<file path="src/rtl/strobe_seq_pkg.sv">
package strobe_seq_pkg;
    typedef enum logic [1:0] {
        ST_ARMED = 2'd0,
        ST_READY = 2'd1,
        ST_SCAN  = 2'd2,
        ST_DONE  = 2'd3
    } seq_state_t;
endpackage

</file>
<file path="src/rtl/strobe_edge_sampler.sv">
module strobe_edge_sampler (
    input  logic clk,
    input  logic rst_n,
    input  logic shift_clk_i,
    input  logic line_pulse_i,
    output logic shift_lvl,
    output logic shift_rise,
    output logic line_lvl
);
    logic sh_q, sh_qq, lp_q;

    always_ff @(posedge clk) begin
        if (!rst_n) begin
            sh_q  <= 1'b0;
            sh_qq <= 1'b0;
            lp_q  <= 1'b0;
        end else begin
            sh_q  <= shift_clk_i;
            sh_qq <= sh_q;
            lp_q  <= line_pulse_i;
        end
    end

    assign shift_lvl  = sh_q;
    assign shift_rise = sh_q & ~sh_qq;
    assign line_lvl   = lp_q;
endmodule

</file>
<file path="src/rtl/strobe_pos_walker.sv">
module strobe_pos_walker #(
    parameter int NCOL = 160,
    localparam int NGRP = (NCOL + 2) / 3,
    localparam int GW = (NGRP > 1) ? $clog2(NGRP) : 1
) (
    input  logic          clk,
    input  logic          rst_n,
    input  logic          load,
    input  logic          step,
    input  logic          up,
    input  logic          grouped,
    output logic [GW-1:0] grp,
    output logic [2:0]    lane_mask
);
    localparam logic [GW-1:0] TOP_COL_GRP  = GW'((NCOL - 1) / 3);
    localparam logic [1:0]    TOP_COL_LANE = 2'((NCOL - 1) % 3);
    localparam logic [GW-1:0] TOP_GRP      = GW'(NGRP - 1);

    logic [1:0] lane_q;

    always_ff @(posedge clk) begin
        if (!rst_n) begin
            grp    <= '0;
            lane_q <= '0;
        end else if (load) begin
            if (up) begin
                grp    <= '0;
                lane_q <= 2'd0;
            end else begin
                grp    <= grouped ? TOP_GRP : TOP_COL_GRP;
                lane_q <= grouped ? 2'd0 : TOP_COL_LANE;
            end
        end else if (step) begin
            if (grouped) begin
                grp <= up ? grp + 1'b1 : grp - 1'b1;
            end else if (up) begin
                if (lane_q == 2'd2) begin
                    lane_q <= 2'd0;
                    grp    <= grp + 1'b1;
                end else begin
                    lane_q <= lane_q + 1'b1;
                end
            end else begin
                if (lane_q == 2'd0) begin
                    lane_q <= 2'd2;
                    grp    <= grp - 1'b1;
                end else begin
                    lane_q <= lane_q - 1'b1;
                end
            end
        end
    end

    assign lane_mask = grouped ? 3'b111 : (3'b001 << lane_q);
endmodule

</file>
<file path="src/rtl/strobe_seq.sv">
module strobe_seq
    import strobe_seq_pkg::*;
#(
    parameter int NCOL = 160,
    localparam int NGRP = (NCOL + 2) / 3,
    localparam int GW = (NGRP > 1) ? $clog2(NGRP) : 1,
    localparam int SW = $clog2(NCOL + 1)
) (
    input  logic            clk,
    input  logic            rst_n,
    input  logic            shift_clk_i,
    input  logic            line_pulse_i,
    input  logic            dir_up_i,
    input  logic            grouped_i,
    input  logic            cas_lo_n_i,
    input  logic            cas_hi_n_i,
    output logic            cas_lo_n_o,
    output logic            cas_hi_n_o,
    output logic [NGRP-1:0] grp_stb_o,
    output logic [2:0]      lane_o,
    output logic            gclk_o
);
    localparam logic [SW-1:0] LAST_COL = SW'(NCOL - 1);
    localparam logic [SW-1:0] LAST_GRP = SW'(NGRP - 1);

    seq_state_t      state_q, state_d;
    logic            shift_lvl, shift_rise, line_lvl;
    logic            dir_q, mode_q, handoff_q;
    logic [SW-1:0]   step_q, last_step;
    logic            enable_act, walk_load, walk_step;
    logic [GW-1:0]   grp;
    logic [2:0]      lane_mask;

    strobe_edge_sampler u_samp (
        .clk(clk), .rst_n(rst_n),
        .shift_clk_i(shift_clk_i), .line_pulse_i(line_pulse_i),
        .shift_lvl(shift_lvl), .shift_rise(shift_rise), .line_lvl(line_lvl)
    );

    assign enable_act = dir_up_i ? ~cas_lo_n_i : ~cas_hi_n_i;
    assign last_step  = mode_q ? LAST_GRP : LAST_COL;
    assign walk_load  = !line_lvl && shift_rise && (state_q == ST_READY);
    assign walk_step  = !line_lvl && shift_rise && (state_q == ST_SCAN)
                        && (step_q != last_step);

    strobe_pos_walker #(.NCOL(NCOL)) u_walk (
        .clk(clk), .rst_n(rst_n), .load(walk_load), .step(walk_step),
        .up(dir_q), .grouped(mode_q), .grp(grp), .lane_mask(lane_mask)
    );

    // next-state logic
    always_comb begin
        state_d = state_q;
        if (line_lvl) begin
            state_d = ST_ARMED;
        end else if (shift_rise) begin
            unique case (state_q)
                ST_ARMED: if (enable_act) state_d = ST_READY;
                ST_READY: state_d = ST_SCAN;
                ST_SCAN:  if (step_q == last_step) state_d = ST_DONE;
                ST_DONE:  state_d = ST_DONE;
            endcase
        end
    end

    always_ff @(posedge clk) begin
        if (!rst_n) state_q <= ST_ARMED;
        else        state_q <= state_d;
    end

    // step count, latched configuration, handoff and gated clock
    always_ff @(posedge clk) begin
        if (!rst_n) begin
            step_q    <= '0;
            dir_q     <= 1'b1;
            mode_q    <= 1'b0;
            handoff_q <= 1'b0;
            gclk_o    <= 1'b0;
        end else begin
            gclk_o <= shift_lvl && ((state_q == ST_READY) || (state_q == ST_SCAN));
            if (line_lvl) begin
                handoff_q <= 1'b0;
            end else if (shift_rise && (state_q == ST_ARMED) && enable_act) begin
                dir_q  <= dir_up_i;
                mode_q <= grouped_i;
            end else if (walk_load) begin
                step_q <= '0;
            end else if (walk_step) begin
                step_q <= step_q + 1'b1;
                if (step_q + 1'b1 == last_step - 1'b1) handoff_q <= 1'b1;
            end
        end
    end

    assign cas_hi_n_o = ~(handoff_q & dir_q);
    assign cas_lo_n_o = ~(handoff_q & ~dir_q);
    assign lane_o     = (state_q == ST_SCAN) ? lane_mask : 3'b000;

    for (genvar g = 0; g < NGRP; g++) begin : g_stb
        assign grp_stb_o[g] = (state_q == ST_SCAN) && (grp == GW'(g));
    end
endmodule

</file>
<file path="config.mk">
export PLATFORM = sky130hd
export DESIGN_NAME = strobe_seq
export DESIGN_NICKNAME = d
export VERILOG_FILES = /design/src/rtl/strobe_seq_pkg.sv /design/src/rtl/strobe_edge_sampler.sv /design/src/rtl/strobe_pos_walker.sv /design/src/rtl/strobe_seq.sv
export SDC_FILE = /design/constraint.sdc
export NUM_CORES = 1
export LEC_CHECK = 0
export CAP_MARGIN = 0
export CORE_ASPECT_RATIO = 1.5
export CORE_UTILIZATION = 50
export DETAILED_ROUTE_END_ITERATION = 10
export PLACE_DENSITY_LB_ADDON = 0.1
export REMOVE_ABC_BUFFERS = 1
export SETUP_SLACK_MARGIN = 0.5
export SLEW_MARGIN = 0
export SYNTH_ARGS = -nofsm -noshare
export SYNTH_HDL_FRONTEND = slang
export SYNTH_HIERARCHICAL = 1
export SYNTH_SLANG_ARGS = --single-unit
</file>
<file path="constraint.sdc">
create_clock -name clk -period 6.2 [get_ports clk]
set_input_delay 1.55 -clock clk [delete_from_list [all_inputs] [get_ports clk]]
set_output_delay 1.55 -clock clk [all_outputs]
set_load 0.05 [all_outputs]
</file>
==> results.toml, run 1 <==
[run_status]
status = "finished clean"

[finish]
final_common_cell = "nor2_1"
regArea_um2 = 500
layout_common_cells = "nor2_1, clkdlybuf4s50_1, dfxtp_1"
n_antenna_cell = 0
multi_input_area_mm2 = 0.00145
fill_cells = 363
finalNetCount = 359
areaGrowthSynthToFinish_pct = 35.8
instances_no_fill = 383
drive_above_1_share_pct = 6.80

[critical_path]
cp-end-kind = "primary output"
crit_chain = "inv_1 -> ha_1 -> inv_2 -> or3_1 -> nor2_1 -> clkdlybuf4s50_1"
crit_buf_inv = 3
path_delay_family = "buffers and inverters"
cp_max_fo = 16
critPathMaxStageDelay_ns = 0.81
worstPathRequired_ns = 4.65
critPathKind = "flop to primary output"
cp-start-kind = "flop"
r2r_slack_ns = 3.78
crit_arrival_ns = 2.66
cp_slowest_cell = "clkdlybuf4s50_1"

[clock_network]
cts_tree = "built"
cts_setup_buffers = 0
clk_path_buf_depth = 2
cts_root_buf = "clkbuf_8"
clock-sinks = 25
clkTransAtPathRegs_ns = 0.09
cts_buffers = 3
clk_latency_ns = 0.27
htree_num_levels = 1
ctsResizeCount = 0
ctsHoldBuffers = 0

[synth]
synth_xor_area_share_pct = 3.00
synth_top_family_by_area = "simple AND/OR/NAND/NOR gates"
async_reset_ff_share_pct = 0
synthFlopType = "dfxtp_1"
synthMuxAreaShare_pct = 3.74
synth_edf_count = 0
netlist-cell-type-count = 56
ys_seq_area_share_pct = 24.5
synthAdderAreaFrac_pct = 7.72
synth_area_mm2 = 0.00204
synth-compound-area-share_pct = 19.8
synthCells = 276
ys_warn_count = 6
ys_seq_elements = 25
synthSimpleGateAreaFrac_pct = 36.8
avgSynthCellArea_um2 = 7.40

[die]
die_y_um = 80.3
core-area_mm2 = 0.00392
rows = 28
ios = 68
die-width_um = 54.2
start_util_pct = 52.1
fp.dieArea_mm2 = 0.00435

[timing]
finalSetupTns_ns = 0
maxSlewHeadroom_pct = 55.8
slew_violations = 0
finalClockSkew_ns = 0.00425
clock.fmax_ghz = 0.238
hold_viol_final = 0
min_period_over_period_pct = 67.9
period_needed_ns = 4.21
tightest_slew_ns = 0.661
setup_viol = 0
rsz0062_at_grt = "false"

[drt]
dr.pass1.iters = 4
drc = 0
drt_iter0_markers = 54
wire_per_inst_um = 14.0
ant_nets = 0
routed_wl_um = 5350
vias = 2135
via_per_inst = 5.57

[global_routing]
track_usage_pct = 26.4
grt_overflow = 0
grt_pass1_vias = 1944
grt_max_degree = 22
grt_pass1_wl_um = 8700
antenna_found_initial = 0

[placement]
dp_hpwl_um = 4170
dpl.cell_count = 379
port_buffers = 67
routabilityCongestion = 0.840

[power_and_ir_drop]
total_power_mw = 0.318
powerDensity_mw_per_mm2 = 115
p_leak_nw = 0.975
ir_worst_vdd_uv = 156

[min_path]
hp-class = "flop to flop"

[run]
cap_violations = 0
tightest hold or removal path, cell delays in order (launching register included):
cell and delay, ns:
dfxtp_1 0.33, nand2_1 0.06, o31ai_1 0.05
Yosys cell counts, types with 2 or more instances:
cell type / n / share of area, %
nor2_1: 70 / 13
dfxtp_1: 25 / 24
nand2_1: 19 / 3.5
nand3_1: 14 / 3.4
nor2b_1: 13 / 4.0
ha_1: 11 / 6.7
and2_1: 10 / 3.1
inv_1: 10 / 1.8
a21oi_1: 8 / 2.0
clkbuf_1: 7 / 1.3
mux2i_1: 5 / 2.4
o31ai_1: 5 / 1.8
nand4b_1: 4 / 1.7
o21ai_0: 4 / 0.98
xnor2_1: 4 / 1.7
a211oi_1: 3 / 1.1
a21boi_1: 3 / 1.1
a22oi_1: 3 / 1.1
inv_2: 3 / 0.55
nand3b_1: 3 / 1.1
or2_2: 3 / 0.92
or4_1: 3 / 1.1
xor2_1: 3 / 1.3
a211o_2: 2 / 0.98
a31oi_1: 2 / 0.61
and3_1: 2 / 0.61
buf_4: 2 / 0.73
nand2b_1: 2 / 0.61
nand4_1: 2 / 0.61
o211ai_1: 2 / 0.73
o21a_1: 2 / 0.73
o21ai_1: 2 / 0.49
o21bai_1: 2 / 0.73
layer usage:
metal | routed length, um | global-route usage (%)
met1 | 2090 | 27.6
met2 | 2880 | 50.0
met3 | 223 | 1.52
met4 | 149 | 12.3
met5 | 0 | 0
stage by stage:
step                      hold WS [ns]  cell area (um^2)  worst slack [ns]  util [%]
after floorplan                  0.445              2000              2.73         -
after global placement           0.466              2730              2.38      69.5
after detailed placement         0.470              2730              2.28      69.5
after CTS                        0.482              2780              1.98      70.7
after global routing             0.501              2780              1.80      70.7
final                            0.481              2780              1.99      70.7
final cells by class:
| class | count | share of cell area (%) |
|---|---|---|
| Clock buffer | 3 | 1.49 |
| Clock inverter | 1 | 0.180 |
| Inverter | 13 | 1.76 |
| Multi-Input combinational cell | 229 | 52.3 |
| Sequential cell | 25 | 18.0 |
| Tap cell | 45 | 2.03 |
| Timing Repair Buffer | 67 | 24.2 |
final timing paths:
check	startpoint	end	cells after the start
worst min-delay path	handoff_q	handoff_q	2
worst min register to register	handoff_q	handoff_q	2
worst max-delay path	state_q[0]	grp_stb_o[0]	6
worst max register to register	dir_q	u_walk/grp[5]	7
where the power goes:
group	internal, mW	leakage (nW)	switching [mW]	total [mW]
clock	0.0451	0.0255	0.0537	0.0988
combinational	0.0200	0.747	0.0260	0.0460
sequential	0.165	0.203	0.00788	0.173
total	0.231	0.975	0.0876	0.318
logic make-up after synthesis:
| logic type | after synthesis |
|---|---|
| compound gates | 51 |
| xor+xnor | 7 |
| flops | 25 |
| mux | 7 |
| simple gates | 152 |
| buf+inv | 22 |
| fa+ha+maj | 12 |
flip-flops by register name (all words and copies together) (netlist names):
signal,cells
dir_q,1
gclk_o,1
handoff_q,1
mode_q,1
state_q,2
step_q,8
u_samp/line_lvl,1
u_samp/sh_qq,1
u_samp/shift_lvl,1
u_walk/grp,6
u_walk/lane_q,2
No activity file was read; power rests on OpenSTA's default activity.
==> run 2: changes to the inputs <==
--- a/config.mk
+++ b/config.mk
@@ -7,7 +7,7 @@
 export LEC_CHECK = 0
 export CAP_MARGIN = 0
 export CORE_ASPECT_RATIO = 1.5
-export CORE_UTILIZATION = 50
+export CORE_UTILIZATION = 46
 export DETAILED_ROUTE_END_ITERATION = 10
 export PLACE_DENSITY_LB_ADDON = 0.1
 export REMOVE_ABC_BUFFERS = 1
==> constraint.sdc (replaced) <==
create_clock -name clk -period 4.4 [get_ports clk]
set_input_delay 1.1 -clock clk [delete_from_list [all_inputs] [get_ports clk]]
set_output_delay 1.1 -clock clk [all_outputs]
set_load 0.05 [all_outputs]
==> run 2 against run 1 <==
  * Global-route usage fell by 3.2 points
  * First-iteration DRC count is 81% higher
  * Largest cell class unchanged
  * Clock skew decreased by 0.0024 ns
  * Critical path depth unchanged
  * Die area rose by 8.4%
  * Sequential power up 41%
  * Total power up 39%
  * Final area grew 0.90%
  * Hold slack improved by 0.0038 ns
  * Combinational power grew 41%
  * Via count rose by 0.14%
  * Clock-buffer cell count is 1 higher
==> results.toml, run 2 (synthesis gave the netlist of run 1 again) <==
[run_status]
status = "finished clean"

[critical_path]
cp-start-kind = "flop"
crit_start = "state_q[0]"
cp-end-kind = "primary output"
regToRegStartpoint = "dir_q"
crit_arrival_ns = 2.62
critPathKind = "flop to primary output"
r2r_slack_ns = 1.94
worstPathRequired_ns = 3.30
reg2reg_depth = 7
cp_max_fo = 16
timing.rr.end = "u_walk/grp[5]"

[power_and_ir_drop]
p_leak_nw = 1.11
total_power_mw = 0.442
ir_worst_vdd_uv = 141
powerDensity_mw_per_mm2 = 158

[clock_network]
clk_latency_ns = 0.26
cts_root_buf = "clkbuf_8"
htree_num_levels = 1
ctsResizeCount = 0
clk_path_buf_depth = 2
ctsHoldBuffers = 0
clkTransAtPathRegs_ns = 0.08
cts_buffers = 3
cts_tree = "built"
clock-sinks = 25
cts_setup_buffers = 0

[drt]
dr.pass1.iters = 4
vias = 2138
via_per_inst = 5.55
wire_per_inst_um = 13.3
drt_iter0_markers = 98
ant_nets = 0
drc = 0
routed_wl_um = 5120

[die]
ios = 68
start_util_pct = 48.1
die-width_um = 56.4
core-area_mm2 = 0.00425
rows = 29
fp.dieArea_mm2 = 0.00472
die_y_um = 83.6

[timing]
hold_ws_ns = 0.485
slew_violations = 0
min_period_over_period_pct = 84.5
finalSetupTns_ns = 0
maxSlewHeadroom_pct = 57.6
finalClockSkew_ns = 0.00186
hold_viol_final = 0
rsz0062_at_grt = "false"
tightest_slew_ns = 0.634
period_needed_ns = 3.72
fin_ws_ns = 0.683
setup_viol = 0
clock.fmax_ghz = 0.269

[finish]
drive_above_1_share_pct = 6.78
n_antenna_cell = 0
layout_common_cells = "nor2_1, clkdlybuf4s50_1, dfxtp_1"
multi_input_area_mm2 = 0.00145
finalNetCount = 360
top_register = "step_q"
regArea_um2 = 500
final_common_cell = "nor2_1"
largest_reg_flops = 8
areaGrowthSynthToFinish_pct = 37.0
top_regs = "step_q: 8 flops, u_walk/grp: 6 flops"
fill_cells = 382

[global_routing]
grt_pass1_wl_um = 9090
grt_overflow = 0
grt_max_degree = 22
antenna_found_initial = 0
grt_pass1_vias = 1983
track_usage_pct = 23.2

[run]
cap_violations = 0

[min_path]
hold_end = "handoff_q"
hp-start = "handoff_q"
hp-class = "flop to flop"
hold_depth = 2

[placement]
routabilityCongestion = 0.919
dpl_worst_slack_ns = 0.954
port_buffers = 67
dp_hpwl_um = 4070
==> run 2: per-layer routing <==
metal  GRT usage, %  up-vias  wire length, um  part of all wire [%]
met1           26.0      966             2060                    40
met5              0        -                0                     0
met3           3.57       10              266                   5.2
met2           42.5       72             2680                    52
met4           9.53        0              121                   2.4
li1               -     1090                -                     -
==> run 2: worst max-delay path: stages, from the launching register on <==
cell,delay [ns]
dfxtp_1,0.33
inv_1,0.08
ha_1,0.31
inv_2,0.10
or3_1,0.55
nor2_1,0.18
clkdlybuf4s50_1,0.81
==> run 2: power breakdown <==
group,total (mW),internal (mW),switching [mW]
clock network,0.133,0.0647,0.0684
logic,0.0649,0.0287,0.0362
registers,0.244,0.233,0.0105
==> run 2: worst max-delay path by stage <==
| stage | end | depth (start not counted) |
|---|---|---|
| after floorplan | grp_stb_o[0] | 5 |
| after global placement | grp_stb_o[1] | 6 |
| after detailed placement | grp_stb_o[1] | 6 |
| after CTS | grp_stb_o[1] | 6 |
| after global routing | grp_stb_o[40] | 5 |
| final | grp_stb_o[7] | 6 |
==> run 2: metrics by stage <==
stage	util, %	cells	area [um^2]
floorplan	-	267	2000
CTS	65.5	385	2780
finish	66.0	385	2800
global route	66.0	385	2800
detailed placement	64.5	381	2740
global placement	64.5	381	2740
==> run 2: layout make-up <==
cell class	instances	area share (%)
multi-input combinational	229	51.9
timing repair buffer	68	24.8
sequential	25	17.9
tap	46	2.06
inverter	13	1.74
clock buffer	4	1.61
==> run 3: changes to the inputs <==
--- a/config.mk
+++ b/config.mk
@@ -7,7 +7,7 @@
 export LEC_CHECK = 0
 export CAP_MARGIN = 0
 export CORE_ASPECT_RATIO = 1.5
-export CORE_UTILIZATION = 46
+export CORE_UTILIZATION = 42
 export DETAILED_ROUTE_END_ITERATION = 10
 export PLACE_DENSITY_LB_ADDON = 0.1
 export REMOVE_ABC_BUFFERS = 1
==> constraint.sdc (replaced) <==
create_clock -name clk -period 3.15 [get_ports clk]
set_input_delay 0.7875 -clock clk [delete_from_list [all_inputs] [get_ports clk]]
set_output_delay 0.7875 -clock clk [all_outputs]
set_load 0.05 [all_outputs]
==> run 3 against run 2 <==
  * Setup slack got worse by 0.12 ns
  * Clock skew increased by 0.0075 ns
  * First-iteration DRC count decreased by 29%
  * Utilization decreased by 0.058 points
  * Die area increased by 9.2%
  * Clock-buffer cell count decreased by 1
  * Combinational power increased by 60%
  * Critical path depth unchanged
  * Wire length increased by 6.8%
==> results.toml, run 3 (synthesis gave the netlist of run 1 again) <==
[run_status]
status = "finished clean"

[timing]
finalClockSkew_ns = 0.00938
period_needed_ns = 2.58
min_period_over_period_pct = 82.0
rsz0062_at_grt = "true"
clock.fmax_ghz = 0.387
maxSlewHeadroom_pct = 64.7
hold_viol_final = 0
slew_violations = 0
hold_ws_ns = 0.485
setup_viol = 0
fin_ws_ns = 0.567
finalSetupTns_ns = 0
tightest_slew_ns = 0.531

[power_and_ir_drop]
p_sw_mw = 0.179
ir_worst_vdd_uv = 216
p_comb_share_pct = 16.3
pwr-share-seq_pct = 53.2
sw_frac_of_total_pct = 28.0
clkPwrFrac_pct = 30.5
internal_power_mw = 0.461
powerDensity_mw_per_mm2 = 212
p_leak_nw = 1.17

[drt]
ant_nets = 0
wl_met1_um = 2190
wl_met2_um = 2950
dr.pass1.iters = 4
drt_iter0_markers = 70
drc = 0
top_layer = "met4"
wire_per_inst_um = 13.3
dr_wl_met3_um = 276
routed_wl_um = 5470
vias = 2146
via_per_inst = 5.23

[clock_network]
cts_root_buf = "clkbuf_8"
clkTransAtPathRegs_ns = 0.10
ctsHoldBuffers = 0
htree_num_levels = 1
clk_latency_ns = 0.27
cts_buffers = 3
cts_tree = "built"
clk_path_buf_depth = 2
clock-sinks = 25

[critical_path]
path_delay_family = "simple AND/OR/NAND/NOR gates"
cp_slowest_cell = "or3_4"
crit_chain = "inv_1 -> ha_4 -> inv_2 -> or3_4 -> nor2_2 -> buf_12"
cp_max_fo = 8
cp-end-kind = "primary output"
critPathKind = "flop to primary output"
crit_buf_inv = 3
path_depth = 6
critPathMaxStageDelay_ns = 0.46
worstPathRequired_ns = 2.36
reg2reg_depth = 9
crit_arrival_ns = 1.80
cp-start-kind = "flop"

[min_path]
hp-class = "flop to flop"
hold_depth = 2

[finish]
largest_reg_flops = 8
final_common_cell = "nor2_1"
fill_cells = 438
finalNetCount = 367
top_register = "step_q"
areaGrowthSynthToFinish_pct = 47.7
n_antenna_cell = 0
top_regs = "step_q: 8 flops, u_walk/grp: 6 flops"
layout_common_cells = "nor2_1, buf_4, dfxtp_1"
drive_above_1_share_pct = 30.9

[global_routing]
grt_overflow = 0
grt_pass1_vias = 1801
grt_pass1_wl_um = 8540
track_usage_pct = 21.3
grt_max_degree = 17
antenna_found_initial = 0

[run]
cap_violations = 0

[die]
core-area_mm2 = 0.00458
ios = 68
die-width_um = 59.0
die_y_um = 87.4
fp.dieArea_mm2 = 0.00515
start_util_pct = 44.6
rows = 30

[placement]
port_buffers = 67
routabilityCongestion = 0.928
dpl_worst_slack_ns = 0.284
dp_hpwl_um = 4250
## run 3: cell types whose count changed in the layout (fill, tap and decap cells not counted), moves of 2 or more
cell,delta
or3_4,+2
clkbuf_2,+5
buf_4,+38
dfxtp_1,-2
clkdlybuf4s50_1,-50
nor2_2,+9
dlymetal6s2s_1,-7
buf_12,+16
dfxtp_2,+2
nor2_1,-16
clkdlybuf4s15_2,+3
nor2_4,+7
## run 3: tightest hold or removal path, cell delays in order (launching register included)
cell and delay [ns]:
dfxtp_1 0.33, nand2_1 0.06, o31ai_1 0.05
## run 3: path summary, 6_finish.rpt
check,start,end,slack [ns]
max,state_q[0],grp_stb_o[4],0.57
min,handoff_q,handoff_q,0.49
max reg2reg,mode_q,u_walk/grp[2],0.93
min reg2reg,handoff_q,handoff_q,0.49
## run 3: metrics by stage
| step | total power, mW | utilization, % | cells | area [um^2] |
|---|---|---|---|---|
| 2_1_floorplan | 0.406 | - | 267 | 2000 |
| 3_3_place_gp | 0.441 | 62.7 | 403 | 2870 |
| 3_5_place_dp | 0.442 | 62.7 | 403 | 2870 |
| 4_1_cts | 0.646 | 65.3 | 410 | 2990 |
| 5_1_grt | 0.672 | 65.9 | 410 | 3020 |
| 6_report | 0.640 | 65.9 | 410 | 3020 |
## run 3: per-layer routing
metal / vias to the layer above / GRT usage (%)
met4: 0 / 6.71
met2: 60 / 40.3
met3: 4 / 2.53
met5: - / 0
met1: 980 / 24.0
li1: 1102 / -
## run 3: final cells by class
type	count	area, um^2	area share (%)
multi-input combinational	230	1560	51.6
sequential	25	503	16.7
clock buffer	3	41.3	1.37
timing repair buffer	74	781	25.9
inverter	13	48.8	1.62
clock inverter	1	7.51	0.249
tap	64	80.1	2.65
## run 3: power groups by stage
stage	Combinational (mW)	Clock, mW	Sequential (mW)
floorplan	0.0617	0	0.344
global placement	0.0959	0	0.345
finish	0.104	0.195	0.341
detailed placement	0.0966	0	0.345
global route	0.113	0.216	0.343
CTS	0.102	0.204	0.340
## run 3: repair_timing
action / in CTS / in global routing
cloned: 1 / 0
endpoints found under the setup margin: 57 / 25
setup buffers: 2 / 0
endpoints found under the hold margin: 0 / 0
pin swaps: 1 / 3
resized for setup: 35 / 19
